### src/rtl/tw_prog_pkg.sv
package tw_prog_pkg;
    localparam int MODE_W   = 2;
    localparam int CNT_W    = 14;
    localparam int REF_W    = 12;
    localparam int OPT_W    = 2;
    localparam int FRAME_W  = MODE_W + CNT_W;
    localparam int BITCNT_W = $clog2(FRAME_W + 2);
    localparam int SEL_W    = 2;
    localparam int GATE_BIT = 2;
    localparam int DIV_W    = $clog2((1 << SEL_W) + 2);
    localparam logic [CNT_W-1:0] CTRL_RST = CNT_W'(4);

    typedef enum logic [MODE_W-1:0] {
        M_TX   = 2'b00,
        M_RX   = 2'b01,
        M_CTRL = 2'b10,
        M_REF  = 2'b11
    } mode_e;
endpackage

### src/rtl/tw_sync.sv
module tw_sync #(
    parameter int LINES  = 3,
    parameter int STAGES = 2
) (
    input  logic             clk_i,
    input  logic             rst_ni,
    input  logic [LINES-1:0] async_i,
    output logic [LINES-1:0] sync_o
);
    for (genvar g = 0; g < LINES; g++) begin : g_line
        logic [STAGES-1:0] chain_d, chain_q;

        always_comb begin
            chain_d = {chain_q[STAGES-2:0], async_i[g]};
        end

        always_ff @(posedge clk_i or negedge rst_ni) begin
            if (!rst_ni) chain_q <= '0;
            else         chain_q <= chain_d;
        end

        assign sync_o[g] = chain_q[STAGES-1];
    end
endmodule

### src/rtl/tw_frame_rx.sv
module tw_frame_rx
    import tw_prog_pkg::*;
#(
    parameter int CAP_W = 6
) (
    input  logic             clk_i,
    input  logic             rst_ni,
    input  logic             sclk_s_i,
    input  logic             sdat_s_i,
    input  logic             sen_s_i,
    output logic [CNT_W-1:0] tx_o,
    output logic [CNT_W-1:0] rx_o,
    output logic [CNT_W-1:0] ctrl_o,
    output logic [REF_W-1:0] ref_o,
    output logic [OPT_W-1:0] opt_o,
    output logic [CAP_W-1:0] cap_o,
    output logic             commit_lo_o,
    output logic             commit_hi_o
);
    typedef struct packed {
        logic                sclk_prev;
        logic                sen_lvl;
        logic [FRAME_W-1:0]  sh;
        logic [BITCNT_W-1:0] cnt;
        logic [CNT_W-1:0]    tx;
        logic [CNT_W-1:0]    rx;
        logic [CNT_W-1:0]    ctrl;
        logic [REF_W-1:0]    refd;
        logic [OPT_W-1:0]    opt;
        logic [CAP_W-1:0]    cap;
    } state_t;

    state_t st_d, st_q;
    logic   commit_lo, commit_hi;

    always_comb begin
        st_d          = st_q;
        commit_lo     = 1'b0;
        commit_hi     = 1'b0;
        st_d.sclk_prev = sclk_s_i;
        if (sen_s_i != st_q.sen_lvl) begin
            st_d.sen_lvl = sen_s_i;
            st_d.cnt     = '0;
            if (!st_q.sen_lvl && st_q.cnt == BITCNT_W'(FRAME_W)) begin
                commit_lo = 1'b1;
                case (mode_e'(st_q.sh[FRAME_W-1 -: MODE_W]))
                    M_TX:   st_d.tx   = st_q.sh[CNT_W-1:0];
                    M_RX:   st_d.rx   = st_q.sh[CNT_W-1:0];
                    M_CTRL: st_d.ctrl = st_q.sh[CNT_W-1:0];
                    default: begin
                        st_d.opt  = st_q.sh[REF_W+OPT_W-1 -: OPT_W];
                        st_d.refd = st_q.sh[REF_W-1:0];
                    end
                endcase
            end
            if (st_q.sen_lvl && st_q.cnt == BITCNT_W'(CAP_W)) begin
                commit_hi = 1'b1;
                st_d.cap  = st_q.sh[CAP_W-1:0];
            end
        end else if (sclk_s_i && !st_q.sclk_prev) begin
            st_d.sh = {st_q.sh[FRAME_W-2:0], sdat_s_i};
            if (st_q.cnt != '1) st_d.cnt = st_q.cnt + BITCNT_W'(1);
        end
    end

    always_ff @(posedge clk_i or negedge rst_ni) begin
        if (!rst_ni) begin
            st_q      <= '0;
            st_q.ctrl <= CTRL_RST;
        end else begin
            st_q <= st_d;
        end
    end

    assign tx_o        = st_q.tx;
    assign rx_o        = st_q.rx;
    assign ctrl_o      = st_q.ctrl;
    assign ref_o       = st_q.refd;
    assign opt_o       = st_q.opt;
    assign cap_o       = st_q.cap;
    assign commit_lo_o = commit_lo;
    assign commit_hi_o = commit_hi;
endmodule

### src/rtl/tw_clkdiv.sv
module tw_clkdiv
    import tw_prog_pkg::*;
(
    input  logic             clk_i,
    input  logic             rst_ni,
    input  logic [SEL_W-1:0] sel_i,
    input  logic             gate_i,
    output logic             clk_o,
    output logic             on_act_o,
    output logic [DIV_W-1:0] div_act_o
);
    typedef struct packed {
        logic [DIV_W-1:0] cnt;
        logic [DIV_W-1:0] div;
        logic             on;
        logic             out;
    } div_t;

    div_t dv_d, dv_q;

    always_comb begin
        dv_d = dv_q;
        if (dv_q.cnt == dv_q.div - DIV_W'(1)) begin
            dv_d.cnt = '0;
            dv_d.div = DIV_W'(sel_i) + DIV_W'(2);
            dv_d.on  = gate_i;
        end else begin
            dv_d.cnt = dv_q.cnt + DIV_W'(1);
        end
        dv_d.out = dv_d.on && (dv_d.cnt < (dv_d.div >> 1));
    end

    always_ff @(posedge clk_i or negedge rst_ni) begin
        if (!rst_ni) begin
            dv_q.cnt <= DIV_W'(1);
            dv_q.div <= DIV_W'(2);
            dv_q.on  <= 1'b1;
            dv_q.out <= 1'b0;
        end else begin
            dv_q <= dv_d;
        end
    end

    assign clk_o     = dv_q.out;
    assign on_act_o  = dv_q.on;
    assign div_act_o = dv_q.div;
endmodule

### src/rtl/tw_prog_if.sv
module tw_prog_if
    import tw_prog_pkg::*;
#(
    parameter int CAP_W       = 6,
    parameter int SYNC_STAGES = 2
) (
    input  logic             clk_i,
    input  logic             rst_ni,
    input  logic             ser_clk_i,
    input  logic             ser_dat_i,
    input  logic             ser_en_i,
    output logic [13:0]      tx_div_o,
    output logic [13:0]      rx_div_o,
    output logic [13:0]      ctrl_o,
    output logic [11:0]      ref_div_o,
    output logic [1:0]       ref_opt_o,
    output logic [CAP_W-1:0] lo_cap_o,
    output logic             host_clk_o
);
    logic [2:0]       line_s;
    logic             commit_lo, commit_hi;
    logic             on_act;
    logic [DIV_W-1:0] div_act;
    logic [CNT_W-1:0] ctrl_w;

    tw_sync #(.LINES(3), .STAGES(SYNC_STAGES)) u_sync (
        .clk_i   (clk_i),
        .rst_ni  (rst_ni),
        .async_i ({ser_en_i, ser_dat_i, ser_clk_i}),
        .sync_o  (line_s)
    );

    tw_frame_rx #(.CAP_W(CAP_W)) u_rx (
        .clk_i       (clk_i),
        .rst_ni      (rst_ni),
        .sclk_s_i    (line_s[0]),
        .sdat_s_i    (line_s[1]),
        .sen_s_i     (line_s[2]),
        .tx_o        (tx_div_o),
        .rx_o        (rx_div_o),
        .ctrl_o      (ctrl_w),
        .ref_o       (ref_div_o),
        .opt_o       (ref_opt_o),
        .cap_o       (lo_cap_o),
        .commit_lo_o (commit_lo),
        .commit_hi_o (commit_hi)
    );

    assign ctrl_o = ctrl_w;

    tw_clkdiv u_div (
        .clk_i     (clk_i),
        .rst_ni    (rst_ni),
        .sel_i     (ctrl_w[SEL_W-1:0]),
        .gate_i    (ctrl_w[GATE_BIT]),
        .clk_o     (host_clk_o),
        .on_act_o  (on_act),
        .div_act_o (div_act)
    );
endmodule

### config.mk
export PLATFORM = sky130hd
export DESIGN_NAME = tw_prog_if
export DESIGN_NICKNAME = d
export VERILOG_FILES = /design/src/rtl/tw_prog_pkg.sv /design/src/rtl/tw_sync.sv /design/src/rtl/tw_frame_rx.sv /design/src/rtl/tw_clkdiv.sv /design/src/rtl/tw_prog_if.sv
export SDC_FILE = /design/constraint.sdc
export NUM_CORES = 1
export LEC_CHECK = 0
export BUFFER_PORTS_ARGS = -buffer_cell sky130_fd_sc_hd__buf_2
export CORE_MARGIN = 2
export CORE_UTILIZATION = 40
export CTS_BUF_LIST = sky130_fd_sc_hd__clkbuf_4
export CTS_CLUSTER_DIAMETER = 30
export DETAILED_ROUTE_END_ITERATION = 12
export SKIP_CTS_REPAIR_TIMING = 1
export SYNTH_ARGS = -nofsm -noshare
export SYNTH_HDL_FRONTEND = slang
export SYNTH_SLANG_ARGS = --single-unit
### constraint.sdc
create_clock -name clk_i -period 2.33 [get_ports clk_i]
set_input_delay 0.466 -clock clk_i [delete_from_list [all_inputs] [get_ports clk_i]]
set_output_delay 0.466 -clock clk_i [all_outputs]
set_load 0.05 [all_outputs]
==> results of run 1 <==
==> through the flow <==
stage | setup WS [ns] | total power [mW]
floorplan | 0.0465 | 1.98
global placement | 0.0516 | 2.10
detailed placement | -0.00855 | 2.11
CTS | -0.0460 | 3.15
global route | -0.0408 | 3.27
finish | 0.0874 | 3.10
==> metal layers <==
layer / up-vias / global-route usage, % / wire length (um)
li1: 1054 / - / -
met1: 1168 / 19.1 / 3540
met2: 47 / 21.5 / 3680
met3: 6 / 4.36 / 362
met4: 0 / 4.21 / 96
met5: - / 0 / 0
==> synth_stat cells, types with 2 or more instances <==
library cell   n
nor4bb_1       2
mux2i_1        2
inv_1          5
buf_4         63
xnor2_1        3
dfrtp_1       95
ha_1           7
buf_2          4
nor2_1         2
dfstp_2        4
a21oi_1        4
nand2_1        6
nand3_1        2
mux2_2        18
and2_1         2
and4bb_1       2
mux2_1        62
xor2_1         4
o21ai_0        2
nand4b_2       2
==> logic make-up after synthesis <==
group / count (synthesis)
AO/OA/AOI/OAI: 10
adder cells (fa/ha/maj): 7
multiplexers: 82
flip-flops: 99
XOR/XNOR: 9
buffers and inverters: 74
AND/OR/NAND/NOR: 28
==> where the power goes <==
group	switching [mW]	internal (mW)
Clock	0.586	0.444
Sequential	0.142	1.80
Combinational	0.0664	0.0615
==> cell type report <==
type | count | share of cell area, %
Antenna cell | 1 | 0.0527
Clock buffer | 9 | 1.42
Clock inverter | 7 | 2.05
Inverter | 5 | 0.395
Multi-Input combinational cell | 136 | 30.3
Sequential cell | 99 | 52.3
Tap cell | 140 | 3.69
Timing Repair Buffer | 79 | 9.85
==> worst reg2reg max path, delay by kind of cell (launching register included) <==
| family | cells | cell delay, ns |
|---|---|---|
| muxes | 1 | 0.22 |
| xor gates and xnor gates | 1 | 0.33 |
| buffers and inverters | 1 | 0.06 |
| DFF | 1 | 0.55 |
| adders and majority gates | 2 | 0.44 |
| and+or+nand+nor | 1 | 0.21 |
| AOI/OAI and AO/OA | 2 | 0.36 |
==> worst min-delay path by stage <==
stage	start	end	slack, ns	cells after the start
after global routing	ser_dat_i	u_sync.g_line[1].chain_q[0]	0.07	1
after floorplan	rst_ni	u_div.clk_o	0.17	0
after detailed placement	u_sync.g_line[1].chain_q[0]	u_sync.g_line[1].chain_q[1]	0.34	0
final	ser_dat_i	u_sync.g_line[1].chain_q[0]	0.12	1
after global placement	u_sync.g_line[1].chain_q[0]	u_sync.g_line[1].chain_q[1]	0.33	0
after CTS	rst_ni	u_rx.rx_o[1]	-0.17	1
==> sequential cells by signal (all words and copies together), names as in the netlist <==
register               cells
u_rx.st_q                 23
u_rx.ctrl_o               14
u_rx.rx_o                 14
u_rx.tx_o                 14
u_rx.ref_o                12
u_rx.cap_o                 6
u_sync.g_line.chain_q      6
u_div.div_act_o            3
u_div.dv_q                 3
u_rx.opt_o                 2
u_div.clk_o                1
u_div.on_act_o             1
==> qor.yml, run 1 <==
yosys:
  synth_top_family_by_area: "multiplexers"
  synth.avg_cell_area_sq_um: 14.3
  yosysWarnings: 0
  synth_adder_area_share_pct: 1.99
  synth_area_sq_um: 4410
  synth_top_flop_cell: "dfrtp_1"
  synth-xor-area-share_pct: 2.53
  yosys-mux-area-fraction_pct: 20.9
  syn-num-nets: 321
  synth-seq-cells: 99
  netlist_top_cells_area: "dfrtp_1, mux2_1, buf_4"
  yosysTopAreaCellShare_pct: 53.9
  synthSimpleGateAreaFrac_pct: 4.80
  async_flop_share_pct: 100
  ys_seq_area_share_pct: 56.3
  synthCells: 309
  yosys.area.top_type: "dfrtp_1"
  synth_edf_count: 0
  ys_types: 38
  synth-compound-area-share_pct: 1.56
timing:
  max_freq_mhz: 446
  relSlewSlack_pct: 66.3
  setup_viol: 0
  holdWs_ns: 0.119
  worstMarginPinSlew_ns: 0.503
  slew_viol_final: 0
  timing.final.crit_share_pct: 96.2
  hold_violations: 0
  period_minus_slack_ns: 2.24
  finClkSkew_ns: 0.0216
  tns_ns: 0
global_routing:
  grt_overflow: 0
  grt_max_degree: 60
  grt_pass1_vias: 2304
  grt_usage_pct: 14.0
  grt_antenna_before_repair: 1
  grt_first_pass_wirelength_um: 12400
power_and_ir_drop:
  ir_drop_mv: 0.246
  leakage_nw: 2.64
  cellPowerDensity_nw_per_um2: 652
worst_setup_path:
  crit_chain: "inv_1, ha_2, xor3_4, nor3_4, mux2i_1, ha_1, o41a_1, a221oi_2"
  cpMaxStageDelayCell: "dfstp_2"
  crit_type: "reg -> reg"
  startpoint_type: "flop"
  critical_path.startpoint: "u_div.div_act_o[1]"
  worstPathRequired_ns: 2.69
  rr_startpoint: "u_div.div_act_o[1]"
  cp_top_family: "flip-flops"
  worstSetupEndpoint: "u_div.clk_o"
  crit_cells: 8
  ff2ff_path_depth: 8
  worstSetupEndpointType: "flop"
  path_buf_inv: 1
  max_stage_delay_ns: 0.55
  rrSetupSlack_ns: 0.09
  cp_data_arrival_time_ns: 2.60
  reg2reg_to: "u_div.clk_o"
  crit_path_max_fanout: 2
clock_network:
  worstSkewPairLatency_ns: 0.44
  clkTransAtPathRegs_ns: 0.16
  cts_tree: "yes"
  root_buffer: "clkbuf_4"
  cts_buffers: 9
  clockBufferDepth: 2
  cts_num_sinks: 99
  htreeDepth: 3
floorplan:
  ios: 68
  dieWidth_um: 109
  die_area_sq_um: 11900
  rows: 38
  start_util_pct: 40.9
  core_region_area_sq_um: 10800
  die_height_um: 109
finish:
  final_common_cell: "dfrtp_1"
  fill_cells: 1003
  finalNetCount: 342
  areaGrowthSynthToFinish_pct: 7.72
  layout_common_cells: "dfrtp_1, buf_2, mux2_1, mux2_2"
  design_area_sq_um: 4750
  final_core_util_pct: 44.0
  finalNonFillerCells: 476
  seqCellArea_sq_um: 2480
  layout-drive-gt1-share_pct: 37.9
  multi_input_area_sq_um: 1440
detailed_routing:
  drc: 0
  vias: 2275
  drtIter0Drc: 79
  antenna_left: 0
  vias_per_cell: 4.78
  wl_per_cell_um: 16.1
  wl_um: 7680
  drt_first_pass_iters: 4
run:
  cap_violations: 0
place:
  dp_cells: 457
  gp_congestion: 0.836
  dpl.hpwl_um: 5250
  port_buffers: 67
  placed_area_sq_um: 4530
hold_path:
  hold_class: "in -> reg"
outcome:
  outcome: "finished, final reports clean"
(Power assumes the default switching activity.)
==> run 2, diff against run 1 <==
Settings changed: CORE_MARGIN 2 to 8.
Clock period 2.33 ns to 2.79 ns, I/O delays scaled along.
==> run 2 against run 1 <==
- final area fell by 2.5%
- utilization fell by 1.1 points
- cell count fell by 0.84%
- highest routed layer unchanged
- critical endpoint unchanged
==> qor.yml, run 2 (synthesized netlist as in run 1, its figures left out) <==
outcome:
  outcome: "finished, final reports clean"
timing:
  hold_violations: 0  # unchanged
  finClkSkew_ns: 0.0222  # +0.000619 ns
  relSlewSlack_pct: 56.4  # -9.9 points
  setup_viol: 0  # unchanged
  holdWs_ns: 0.137  # +0.0181 ns
  max_freq_mhz: 395  # -11%
  slew_viol_final: 0  # unchanged
  period_minus_slack_ns: 2.53  # +0.286 ns
  rsz0062_at_grt: "no"
  tns_ns: 0  # unchanged
  timing.final.crit_share_pct: 90.6  # -5.6 points
  worstMarginPinSlew_ns: 0.654  # +0.151 ns
clock_network:
  htreeDepth: 3  # unchanged
  clockBufferDepth: 2  # unchanged
  cts_buffers: 9  # unchanged
  worstSkewPairLatency_ns: 0.43  # about the same
  root_buffer: "clkbuf_4"
  clkTransAtPathRegs_ns: 0.15  # about the same
  cts_tree: "yes"
  cts_num_sinks: 99  # unchanged
finish:
  areaGrowthSynthToFinish_pct: 5.05
  layout_common_cells: "dfrtp_1, buf_2, mux2_1, mux2_2, clkbuf_4"
  largest_reg_flops: 23  # unchanged
  final_common_cell: "dfrtp_1"
  seqCellArea_sq_um: 2480  # unchanged
  layout-drive-gt1-share_pct: 35.0  # -2.9 points
  finalNonFillerCells: 472  # -0.84%
  design_area_sq_um: 4630  # -2.5%
  multi_input_area_sq_um: 1400  # -2.6%
  fill_cells: 984  # -1.9%
  finalNetCount: 338  # -1.2%
  final_core_util_pct: 42.9  # -1.1 points
  top_register: "u_rx.st_q"
place:
  port_buffers: 67  # unchanged
  dp_cells: 455  # -0.44%
  placed_area_sq_um: 4470  # -1.3%
  gp_congestion: 0.840  # +0.43%
  dpl.hpwl_um: 5650  # +7.6%
worst_setup_path:
  critical_path.startpoint: "u_div.div_act_o[1]"
  worstPathRequired_ns: 3.14  # +0.45 ns
  startpoint_type: "flop"
  rr_startpoint: "u_div.div_act_o[1]"
  crit_type: "reg -> reg"
  cp_data_arrival_time_ns: 2.87  # +0.27 ns
  worstSetupEndpointType: "flop"
  crit_path_max_fanout: 5  # +3
global_routing:
  grt_pass1_vias: 2454  # +6.5%
  grt_overflow: 0  # unchanged
  grt_first_pass_wirelength_um: 13200  # +6.5%
  grt_max_degree: 54  # -10%
  grt_antenna_before_repair: 1  # unchanged
  grt_usage_pct: 11.5  # -2.6 points
floorplan:
  rows: 38  # unchanged
  ios: 68  # unchanged
  die_area_sq_um: 14600  # +23%
  dieWidth_um: 121  # +11%
  core_region_area_sq_um: 10800  # unchanged
  start_util_pct: 40.9  # unchanged
  die_height_um: 121  # +11%
detailed_routing:
  wl_um: 8000  # +4.1%
  vias_per_cell: 4.82  # +0.85%
  drt_first_pass_iters: 4  # unchanged
  drtIter0Drc: 80  # +1.3%
  drc: 0  # unchanged
  wl_per_cell_um: 16.9  # +5.0%
  antenna_left: 0  # unchanged
  vias: 2275  # unchanged
power_and_ir_drop:
  power_frac_seq_pct: 63.4  # +0.8 points
  cellPowerDensity_nw_per_um2: 550  # -16%
  leakage_nw: 2.58  # -2.0%
  switchingPower_mw: 0.627  # -21%
  sw_frac_of_total_pct: 24.6  # -1.1 points
  pwr-share-clk_pct: 32.5  # -0.7 points
  p_comb_share_pct: 4.1  # about the same
  p_int_mw: 1.92  # -17%
  ir_drop_mv: 0.218  # -12%
hold_path:
  hold_class: "in -> async"
run:
  cap_violations: 0  # unchanged
-- run 2: path summary, 6_finish.rpt --
path | to | slack, ns | cells past startpoint
max | u_div.clk_o | 0.26 | 8
min | u_rx.st_q[68] | 0.14 | 1
max reg2reg | u_div.clk_o | 0.26 | 8
min reg2reg | u_sync.g_line[1].chain_q[1] | 0.37 | 0
max in group asynchronous | u_div.div_act_o[1] | 1.85 | 2
min in group clk_i | u_sync.g_line[0].chain_q[0] | 0.23 | 1
-- run 2: per-stage QoR --
step | power, mW | setup WS [ns]
final | 2.55 | 0.261
after CTS | 2.59 | 0.247
after global placement | 1.75 | 0.343
after global routing | 2.67 | 0.146
after floorplan | 1.65 | 0.454
after detailed placement | 1.76 | 0.291
-- run 2: area by class of cell --
cell class / instances / share of cell area (%)
multi-input combinational: 136 / 30.2
tap: 140 / 3.78
inverter: 5 / 0.405
timing repair buffer: 75 / 8.59
sequential: 99 / 53.6
clock inverter: 6 / 1.73
antenna: 1 / 0.0540
clock buffer: 10 / 1.62
-- run 2: worst max-delay path, stage by stage (launching register included) --
cell and delay (ns):
dfstp_2 0.56, inv_1 0.05, ha_1 0.20, xor3_4 0.46, nor3_2 0.30, mux2i_1 0.24, ha_1 0.25, o41a_1 0.11
a221oi_1 0.27
-- run 2: metal layers --
layer / vias to the layer above / wire, um / GRT usage [%]
met5: - / 0 / 0
met2: 48 / 3820 / 17.6
met4: 0 / 160 / 5.46
li1: 1046 / - / -
met1: 1169 / 3610 / 14.8
met3: 12 / 402 / 2.89
-- run 2: power by group through the flow --
stage | sequential, mW | combinational (mW) | clock (mW)
floorplan | 1.59 | 0.0653 | 0
global placement | 1.64 | 0.106 | 0
detailed placement | 1.65 | 0.110 | 0
CTS | 1.62 | 0.109 | 0.860
global route | 1.64 | 0.121 | 0.915
finish | 1.61 | 0.105 | 0.827
==> run 3, diff against run 2 <==
Settings changed: CTS_BUF_LIST sky130_fd_sc_hd__clkbuf_4 to sky130_fd_sc_hd__clkbuf_8.
==> run 3 against run 2 <==
- sequential power barely moved
- flip-flop and latch count stayed put
- maximum frequency is 0.86% higher
- clock power rose by 28%
- cell count is 0.21% lower
==> qor.yml, run 3 (synthesized netlist as in run 1, its figures left out) <==
finish:
  final_common_cell: "dfrtp_1"
  final_core_util_pct: 43.7  # +0.74 points
  fill_cells: 973  # -1.1%
  finalNetCount: 338  # unchanged
  antennaDiodeCount: 0  # -1
  largest_reg_flops: 23  # unchanged
  layout-drive-gt1-share_pct: 35.6  # +0.60 points
  layout_common_cells: "dfrtp_1, buf_2, mux2_1, mux2_2, clkbuf_8"
  seqCellArea_sq_um: 2480  # unchanged
  top_register: "u_rx.st_q"
  areaGrowthSynthToFinish_pct: 6.87
  multi_input_area_sq_um: 1400  # unchanged
worst_setup_path:
  crit_type: "reg -> reg"
  worstSetupEndpointType: "flop"
  crit_path_max_fanout: 5  # unchanged
  cp_top_family: "flip-flops"
  rr_startpoint: "u_div.div_act_o[1]"
  cp_data_arrival_time_ns: 2.77  # -0.10 ns
  max_stage_delay_ns: 0.54  # -0.02 ns
  cp_common_cell: "ha_1"
  ff2ff_path_depth: 8  # unchanged
  reg2reg_to: "u_div.clk_o"
  path_buf_inv: 1  # unchanged
  cpMaxStageDelayCell: "dfstp_2"
  startpoint_type: "flop"
  crit_chain: "inv_1, ha_1, xor3_4, nor3_2, mux2i_1, ha_1, o41a_1, a221oi_1"
  worstPathRequired_ns: 3.05  # -0.09 ns
  rrSetupSlack_ns: 0.28  # +0.02 ns
clock_network:
  htreeDepth: 3  # unchanged
  worstSkewPairLatency_ns: 0.35  # -0.08 ns
  cts_buffers: 9  # unchanged
  clkTransAtPathRegs_ns: 0.10  # -0.05 ns
  clockBufferDepth: 2  # unchanged
  cts_num_sinks: 99  # unchanged
  root_buffer: "clkbuf_8"
  cts_tree: "yes"
place:
  port_buffers: 67  # unchanged
  dpl.hpwl_um: 5650  # unchanged
  gp_congestion: 0.840  # unchanged
timing:
  tns_ns: 0  # unchanged
  hold_violations: 0  # unchanged
  setup_viol: 0  # unchanged
  max_freq_mhz: 399  # +0.86%
  period_minus_slack_ns: 2.51  # -0.0217 ns
  timing.final.crit_share_pct: 89.9  # -0.78 points
  worstMarginPinSlew_ns: 0.659  # +0.00509 ns
  relSlewSlack_pct: 56.1  # -0.34 points
  slew_viol_final: 0  # unchanged
  finClkSkew_ns: 0.0136  # -0.00856 ns
  rsz0062_at_grt: "no"
power_and_ir_drop:
  leakage_nw: 2.62  # +1.6%
  ir_drop_mv: 0.237  # +9.1%
  cellPowerDensity_nw_per_um2: 589  # +7.2%
detailed_routing:
  drtIter0Drc: 79  # -1.3%
  wl_um: 7990  # about the same
  drt_first_pass_iters: 4  # unchanged
  antenna_left: 0  # unchanged
  vias: 2258  # -0.75%
  wl_per_cell_um: 17.0  # +0.15%
  drc: 0  # unchanged
  vias_per_cell: 4.79  # -0.54%
floorplan:
  rows: 38  # unchanged
  ios: 68  # unchanged
  die_height_um: 121  # unchanged
  dieWidth_um: 121  # unchanged
  start_util_pct: 40.9  # unchanged
  core_region_area_sq_um: 10800  # unchanged
  die_area_sq_um: 14600  # unchanged
global_routing:
  grt_overflow: 0  # unchanged
  grt_antenna_before_repair: 0  # -1
  grt_usage_pct: 11.6  # +0.15 points
  grt_max_degree: 54  # unchanged
  grt_pass1_vias: 2453  # -0.041%
  grt_first_pass_wirelength_um: 13300  # +0.94%
run:
  cap_violations: 0  # unchanged
hold_path:
  hold_class: "in -> async"
outcome:
  outcome: "finished, final reports clean"
==> run 3: cell count changes in the layout (fill, tap and decap cells not counted) <==
cell / change
clkbuf_4: -10
inv_1: +1
clkinv_1: -3
clkbuf_8: +12
diode_2: -1
==> run 3: power breakdown <==
part           switching [mW]  internal (mW)  total [mW]  leakage [nW]
sequential              0.115           1.50        1.61          1.34
clock                   0.478          0.580        1.06         0.124
combinational          0.0552         0.0495       0.105          1.16
==> run 3: layout make-up <==
cell class                      instances  share of cell area (%)
Sequential cell                        99                    52.7
Multi-Input combinational cell        136                    29.7
Timing Repair Buffer                   75                    8.44
Tap cell                              140                    3.72
Clock buffer                           12                    3.51
Clock inverter                          4                    1.54
Inverter                                5                   0.398
==> run 3: per-stage QoR <==
stage                     hold WS [ns]  power, mW  std cells  setup WS, ns  area (sq um)
after global routing             0.268       2.91        471         0.156          4710
final                            0.222       2.78        471         0.283          4710
after global placement           0.333       1.75        455         0.343          4470
after detailed placement         0.335       1.76        455         0.291          4470
after CTS                        0.237       2.83        471         0.257          4710
after floorplan                  0.262       1.65        309         0.454          4410
==> run 3: routing by layer <==
layer | track usage (%) | vias to the layer above | wire, um
li1 | - | 1043 | -
met1 | 15.0 | 1158 | 3690
met2 | 17.7 | 49 | 3780
met3 | 3.16 | 8 | 399
met4 | 5.46 | 0 | 127
met5 | 0 | - | 0
==> run 3: worst max path at each step <==
stage / cells after the start / slack, ns / startpoint / to
floorplan: 8 / 0.45 / u_div.div_act_o[1] / u_div.clk_o
global placement: 8 / 0.34 / u_div.div_act_o[1] / u_div.clk_o
detailed placement: 8 / 0.29 / u_div.div_act_o[1] / u_div.clk_o
CTS: 8 / 0.26 / u_div.div_act_o[1] / u_div.clk_o
global route: 8 / 0.16 / u_div.div_act_o[1] / u_div.clk_o
finish: 8 / 0.28 / u_div.div_act_o[1] / u_div.clk_o
